### src/rtl/rank_slots.sv
module rank_slots #(
  parameter int NUM_SLOTS = 4,
  parameter int ID_W      = 2,
  parameter int LVL_W     = 3
) (
  input  logic                      clk,
  input  logic                      rst_n,
  input  logic                      cfg_we,
  input  logic [LVL_W-1:0]          cfg_level,
  input  logic [ID_W-1:0]           cfg_id,
  output logic [NUM_SLOTS*ID_W-1:0] slots_flat
);
  // level 1 is slot 0 (highest rank)
  function automatic logic level_in_range(input logic [LVL_W-1:0] lvl);
    return (int'(lvl) >= 1) && (int'(lvl) <= NUM_SLOTS);
  endfunction

  logic wr_accept;
  logic wr_reject;
  assign wr_accept = cfg_we && level_in_range(cfg_level);
  assign wr_reject = cfg_we && !level_in_range(cfg_level);

  for (genvar s = 0; s < NUM_SLOTS; s++) begin : g_slot
    always_ff @(posedge clk) begin
      if (!rst_n)
        slots_flat[s*ID_W +: ID_W] <= ID_W'(s);
      else if (wr_accept && (int'(cfg_level) == s + 1))
        slots_flat[s*ID_W +: ID_W] <= cfg_id;
    end
  end

  assert_reject_keeps_R7: assert property (@(posedge clk) disable iff (!rst_n)
    wr_reject |=> $stable(slots_flat));

  assert_write_lands_R6: assert property (@(posedge clk) disable iff (!rst_n)
    wr_accept |=> slots_flat[(int'($past(cfg_level)) - 1)*ID_W +: ID_W] == $past(cfg_id));
endmodule

### src/rtl/prio_pick.sv
module prio_pick #(
  parameter int NUM_REQ   = 4,
  parameter int NUM_SLOTS = 4,
  parameter int ID_W      = 2
) (
  input  logic [NUM_SLOTS*ID_W-1:0] slots_flat,
  input  logic [NUM_REQ-1:0]        req,
  output logic                      win_valid,
  output logic [ID_W-1:0]           win_id
);
  // scan from lowest rank up so the highest matching rank overwrites last
  function automatic logic [ID_W:0] pick(input logic [NUM_SLOTS*ID_W-1:0] sl,
                                         input logic [NUM_REQ-1:0] rq);
    logic [ID_W:0] res;
    logic [ID_W-1:0] code;
    res = '0;
    for (int s = NUM_SLOTS - 1; s >= 0; s--) begin
      code = sl[s*ID_W +: ID_W];
      if (rq[code]) res = {1'b1, code};
    end
    return res;
  endfunction

  logic [ID_W:0] pick_res;
  assign pick_res  = pick(slots_flat, req);
  assign win_valid = pick_res[ID_W];
  assign win_id    = pick_res[ID_W-1:0];

  always_comb begin
    if (win_valid) begin
      assert_winner_requesting_R2: assert (req[win_id]);
    end
  end
endmodule

### src/rtl/grant_hold.sv
module grant_hold #(
  parameter int NUM_REQ = 4,
  parameter int ID_W    = 2
) (
  input  logic               clk,
  input  logic               rst_n,
  input  logic [NUM_REQ-1:0] req,
  input  logic               mem_done,
  input  logic               win_valid,
  input  logic [ID_W-1:0]    win_id,
  output logic [NUM_REQ-1:0] grant
);
  logic busy;
  logic issue;
  logic release_now;
  assign busy        = |grant;
  assign issue       = !busy && win_valid;
  assign release_now = busy && mem_done;

  always_ff @(posedge clk) begin
    if (!rst_n)           grant <= '0;
    else if (release_now) grant <= '0;
    else if (issue)       grant <= NUM_REQ'(1) << win_id;
  end

  assert_onehot_grant_R3: assert property (@(posedge clk) disable iff (!rst_n)
    $onehot0(grant));

  assert_hold_until_done_R4: assert property (@(posedge clk) disable iff (!rst_n)
    (busy && !mem_done) |=> $stable(grant));

  assert_drop_on_done_R5: assert property (@(posedge clk) disable iff (!rst_n)
    release_now |=> grant == '0);

  assert_grant_to_requester_R9: assert property (@(posedge clk) disable iff (!rst_n)
    issue |=> |(grant & $past(req)));

  assert_idle_done_ignored_R10: assert property (@(posedge clk) disable iff (!rst_n)
    (!busy && !win_valid) |=> grant == '0);
endmodule

### src/rtl/mem_port_arbiter.sv
module mem_port_arbiter #(
  parameter int NUM_REQ   = 4,
  parameter int NUM_SLOTS = 4,
  parameter int ID_W      = $clog2(NUM_REQ),
  parameter int LVL_W     = $clog2(NUM_SLOTS + 1)
) (
  input  logic               clk,
  input  logic               rst_n,
  input  logic [NUM_REQ-1:0] req,
  input  logic               mem_done,
  input  logic               cfg_we,
  input  logic [LVL_W-1:0]   cfg_level,
  input  logic [ID_W-1:0]    cfg_id,
  output logic [NUM_REQ-1:0] grant
);
  logic [NUM_SLOTS*ID_W-1:0] slots_flat;
  logic                      win_valid;
  logic [ID_W-1:0]           win_id;

  rank_slots #(.NUM_SLOTS(NUM_SLOTS), .ID_W(ID_W), .LVL_W(LVL_W)) u_slots (
    .clk(clk), .rst_n(rst_n), .cfg_we(cfg_we), .cfg_level(cfg_level),
    .cfg_id(cfg_id), .slots_flat(slots_flat));

  prio_pick #(.NUM_REQ(NUM_REQ), .NUM_SLOTS(NUM_SLOTS), .ID_W(ID_W)) u_pick (
    .slots_flat(slots_flat), .req(req), .win_valid(win_valid), .win_id(win_id));

  grant_hold #(.NUM_REQ(NUM_REQ), .ID_W(ID_W)) u_hold (
    .clk(clk), .rst_n(rst_n), .req(req), .mem_done(mem_done),
    .win_valid(win_valid), .win_id(win_id), .grant(grant));
endmodule

### config.mk
export PLATFORM = sky130hd
export DESIGN_NAME = mem_port_arbiter
export DESIGN_NICKNAME = d
export VERILOG_FILES = /design/src/rtl/rank_slots.sv /design/src/rtl/prio_pick.sv /design/src/rtl/grant_hold.sv /design/src/rtl/mem_port_arbiter.sv
export SDC_FILE = /design/constraint.sdc
export NUM_CORES = 1
export LEC_CHECK = 0
export BUFFER_PORTS_ARGS = -buffer_cell sky130_fd_sc_hd__buf_4
export CORE_MARGIN = 8
export CORE_UTILIZATION = 40
export DETAILED_ROUTE_END_ITERATION = 10
export GPL_TIMING_DRIVEN = 0
export SLEW_MARGIN = 10
export SYNTH_ARGS = -nofsm -noshare
export SYNTH_HDL_FRONTEND = slang
export SYNTH_SLANG_ARGS = --single-unit
### constraint.sdc
create_clock -name clk -period 2.15 [get_ports clk]
set_input_delay 0.5375 -clock clk [delete_from_list [all_inputs] [get_ports clk]]
set_output_delay 0.5375 -clock clk [all_outputs]
set_load 0.01 [all_outputs]
# Word-level counts from Yosys, hierarchy flattened
# Index checks and enable logic that the tools add are counted.
# Widths: inputs -> output; s select.
# totals
output_inout_bits	4
ff_bits	12
in_bits	13
wordCells	40
# op_classes
n_reduce_logical	11
muxes	12
bitwise_logic	1
order_cmp	6
eq_ne	4
shift	1
# ops
operator	count
$lt 2x3->1 const B	4
$mux 3	4
$eq 3x3->1 const B	3
$bmux 1 s2	4
$logic_and 1x1->1	8
$mux 1	4
$reduce_or 4->1	1
$shl 1x2->4 const A	1
$eq 3x2->1 const B	1
$ge 3x1->1 const B	1
$le 3x3->1 const B	1
$reduce_or 2->1	1
$logic_not 1->1	1
$not 1->1	1

# Longest topological paths before layout
# depth
ltp_word	7
mapped_depth	5
depth_no_buf	5

# Cells and area by module
# Synthesis repeated with hierarchy kept, for this count alone.
# unflattened
cells_unflattened	89
area_unflattened_um2	800.8
# modules_own_cells
mod	area_per_inst_um2	n_inst	cells_per_inst
rank_slots	357.8	1	33
prio_pick	284.0	1	39
grant_hold	158.9	1	17

# Worst setup path after synthesis
# No wires, ideal clock.
# synth_timing
path_type	input to register
from	input port req[3]
to	register u_hold.grant[1]
path_stages	5
setup_slack_ns	0.488
setup_time_ns	0.069
arrival_ns	1.593
cell_sequence	mux4_2 > nor3b_2 > a21oi_1 > a31o_1 > o21ai_1
# synth_between
elab_chain_len	7
word_cells_on_any_way	14
classes_between	1 x shift; 12 x mux; 1 x reduce/logical
# synth_rtl
item	line_no	text
start: declaration	mem_port_arbiter.sv:9	input logic [NUM_REQ-1:0] req,
$bmux 1 s2	prio_pick.sv:19	if (rq[code]) res = {1'b1, code};
$mux 1 (not written as such)	prio_pick.sv:19	
$mux 3 (3 in a row)	prio_pick.sv:19	
$mux 3 (*)	prio_pick.sv:19	
$shl 1x2->4 or $logic_and 1x1->1 (tied branches)	grant_hold.sv:23, grant_hold.sv:17	
end signal: assignment	grant_hold.sv:23	else if (issue) grant <= NUM_REQ'(1) << win_id;
end: declaration	grant_hold.sv:11	output logic [NUM_REQ-1:0] grant
# Mark *: on every way between the ends. The rest lies on a longest branch, timed or not. The select of a mux whose other input is x is not followed.
# A chain may end at the register's enable or synchronous reset.

# Worst setup path after layout
# layout_timing
from	register u_slots.slots_flat[4]
to	register u_hold.grant[2]
# layout_between
elab_chain_len	6
word_cells_on_any_way	7
classes_between	1 x shift; 5 x mux; 1 x reduce/logical
# layout_rtl
item	line_no	text
start: declaration	rank_slots.sv:11	output logic [NUM_SLOTS*ID_W-1:0] slots_flat
start signal: indexed assignment	rank_slots.sv:26	slots_flat[s*ID_W +: ID_W] <= ID_W'(s);
start signal: indexed assignment	rank_slots.sv:28	slots_flat[s*ID_W +: ID_W] <= cfg_id;
$bmux 1 s2	prio_pick.sv:19	
$mux 1 (not written as such)	prio_pick.sv:19	
$mux 3 (*) (3 in a row)	prio_pick.sv:19	
$shl 1x2->4 or $logic_and 1x1->1 (tied branches)	grant_hold.sv:23, grant_hold.sv:17	
# Marked as above.

==> summary.txt <==
Setup path
  – Critical Path Start Type: flip-flop
  – CP Capture Type: flip-flop
  – Setup Crit Path Kind: flip-flop to flip-flop
  – Reg2reg setup slack: 0.38 ns
  – Crit Path Max Fanout: 5
  – CP required: 2.30 ns
  – Worst Path Arrival: 1.93 ns
  – R2R depth: 5
  – FF-to-FF Start: u_slots.slots_flat[4]
  – R2r endpoint: u_hold.grant[2]

Die
  – Boundary pin count: 17
  – Core Area: between 0.0015 and 0.002 mm²
  – Row count: 15
  – Die Height: 59.47 µm
  – Die extent in x: 59.47 µm
  – Die area: roughly 0.0035 mm²
  – Initial Utilization: a little over two fifths

Route
  – Post-route ant nets: 0
  – DR vias: approximately 670
  – Average vias per placed instance: about 5.5
  – WL final: 1.741 mm
  – Wirelength per Cell: 14.27 µm
  – DRC: 0
  – First DRT Iteration DRCs: 11
  – DRT Pass-1 Iters: 4

Yosys
  – Syn avg cell area: 9.689 µm²
  – Mapped Area: 755.7 µm²
  – Post-synth top area cell: dfxtp_1
  – Synth Net Count: between 90 and 100
  – EDFF count, synth: 0
  – FFs w/ async S/R, synth: 0%
  – Synth area leaders: dfxtp_1 32%, mux2i_1 20%, mux2_2 7.5%
  – Seq/Total Area, Yosys: between 30% and 40%
  – Post-Syn Instances: 78
  – YS warnings: 0
  – Synth Flop Type: dfxtp_1
  – Synth cell types: 25
  – Seq cells post-synth: 12
  – Yosys top cell area share: 31.79%

Hold path
  – Hold worst-path end: u_hold.grant[3]
  – Hold path start: u_hold.grant[3]
  – Hold crit path type: flip-flop to flip-flop
  – Hold path cells: 2

Placement
  – Port bufs: 16
  – DP HPWL: 1.431 mm
  – Routability congestion estimate: 0.7901
  – Worst slack, placed: 0.1948 ns

Timing
  – Worst clock skew: 0.001361 ns
  – Final worst slack: 0.3755 ns
  – # setup viols final: 0
  – Fmax: 563.5 MHz
  – Hold_ws: between 0.5 and 0.6 ns
  – Final hold vios: 0
  – Worst slew pin tran: 0.5648 ns
  – Final min period: 1.775 ns
  – RSZ-0062 raised after global routing: no
  – Rel. slew slack: 61.84%
  – Slew Limit Fails: 0
  – Final period utilization: 82.54%
  – TNS Setup: 0 ns

Global routing
  – Gr usage total: 10.96%
  – Initial antenna violation count: 0
  – Vias in the first global route: 737
  – First-pass GRT wire length: roughly 2.9 mm
  – Largest net degree at the start of global routing: 11
  – Gr ovfl total: 0

Layout
  – Antenna Diode Count: 0
  – Area Growth Syn to Fin: 23.01%
  – Share of layout cells above drive strength 1: 27.84%
  – Fin nets: about 110
  – Fillers: 178

Clock tree
  – # hold bufs at CTS: 0
  – Clock root cell: clkbuf_4
  – Worst skew pair latency: 0.27 ns
  – Clock slew at reported path FFs: 0.07 ns
  – CTS HTree Levels: 1
  – CTS sink cnt: 12
  – Post-CTS setup buffer count: 0
  – # resized after CTS: 0
  – TritonCTS clock tree: yes
  – Num CTS Buffers: 3
  – Clock buffer depth: 2

Outcome
  – Outcome: finished, final reports clean

Power and ir drop
  – PwrDens: between 500 and 600 mW/mm²
  – Leakage: 0.0003756 µW
  – Worst IR Drop VDD: 0.0002708 V

Run
  – Max_cap viols: 0
==> state kept, by name, indices dropped and copies added (netlist names) <==
| name | flops |
|---|---|
| u_slots.slots_flat | 8 |
| u_hold.grant | 4 |
==> cells in the final DEF (no fill, tap or decap) <==
cell type,n
o21ai_1,3
nand4b_1,2
mux4_2,2
o21ai_0,3
nand2_1,8
clkbuf_4,3
a22oi_1,1
clkbuf_1,1
inv_1,1
a21oi_1,1
nand3b_1,4
a211o_1,1
a31oi_1,1
nor3b_2,1
buf_4,16
dfxtp_1,12
mux2i_1,15
o311ai_1,1
nor4_1,2
nor3_1,1
nor2_1,3
a31o_1,1
mux2_2,5
nor2b_1,5
nor4bb_1,2
nand2b_1,1
nand3_1,1
==> per-stage QoR <==
step	power [µW]	util, %	cell area (µm²)	instances
after global placement	364.1	51.97	907.1	119
final	496.7	53.26	929.6	122
after detailed placement	365.4	51.97	907.1	119
after floorplan	313.3	-	755.7	78
after global routing	526.6	53.26	929.6	122
after CTS	503.8	53.26	929.6	122
==> Yosys cell counts (2+ instances only) <==
cell / instances
o21ai_0: 3
nor4_1: 2
mux4_2: 2
mux2_2: 5
o21ai_1: 3
nor4bb_1: 2
nand3b_1: 4
nand4b_1: 2
nor2b_1: 5
nor2_1: 3
mux2i_1: 15
nand2_1: 8
dfxtp_1: 12
==> how the worst max path moves through the flow <==
| stage | startpoint | to | cells after the start |
|---|---|---|---|
| 4_1_cts | u_slots.slots_flat[4] | u_hold.grant[2] | 5 |
| 3_5_place_dp | req[3] | u_hold.grant[2] | 6 |
| 6_report | u_slots.slots_flat[4] | u_hold.grant[2] | 5 |
| 3_3_place_gp | req[3] | u_hold.grant[2] | 6 |
| 5_1_grt | u_slots.slots_flat[4] | u_hold.grant[0] | 5 |
| 2_1_floorplan | req[3] | u_hold.grant[1] | 5 |
==> per-layer routing <==
metal	vias to the layer above	global-route usage, %	share of wire [%]
met5	-	0	0
met2	15	18.03	50
met4	0	5.461	2.1
li1	338	-	-
met1	314	11.96	43
met3	4	4.121	4.8
==> cells by family (layout without fill, tap and decap cells) <==
group                  count (synthesis)  count (layout)  share of synthesized area (%)
AND/OR/NAND/NOR                       30              30                          24.01
multiplexers                          22              22                          33.28
AO/OA/AOI/OAI                         12              12                          9.934
flip-flops                            12              12                          31.79
buffers and inverters                  2              21                         0.9924
==> critical path: stages (launching register included) <==
cell	delay (ns)
dfxtp_1	0.43
mux4_2	0.57
nor3b_2	0.19
a21oi_1	0.08
a31oi_1	0.27
o21ai_0	0.11
==> final cells by class <==
class,instances,area [µm²],area share [%]
Multi-Input combinational cell,64,508.0,54.64
Sequential cell,12,240.2,25.84
Timing Repair Buffer,16,120.1,12.92
Tap cell,25,31.28,3.365
Clock buffer,3,22.52,2.423
Buffer,1,3.754,0.4038
Inverter,1,3.754,0.4038
==> report_power, final <==
part	internal [µW]	switching [µW]	total, µW
combinational	62.3	53.7	116
clock	64.8	71.8	137
sequential	233	10.9	244
total	360	136	497
Power figures use the tool's default switching activity.
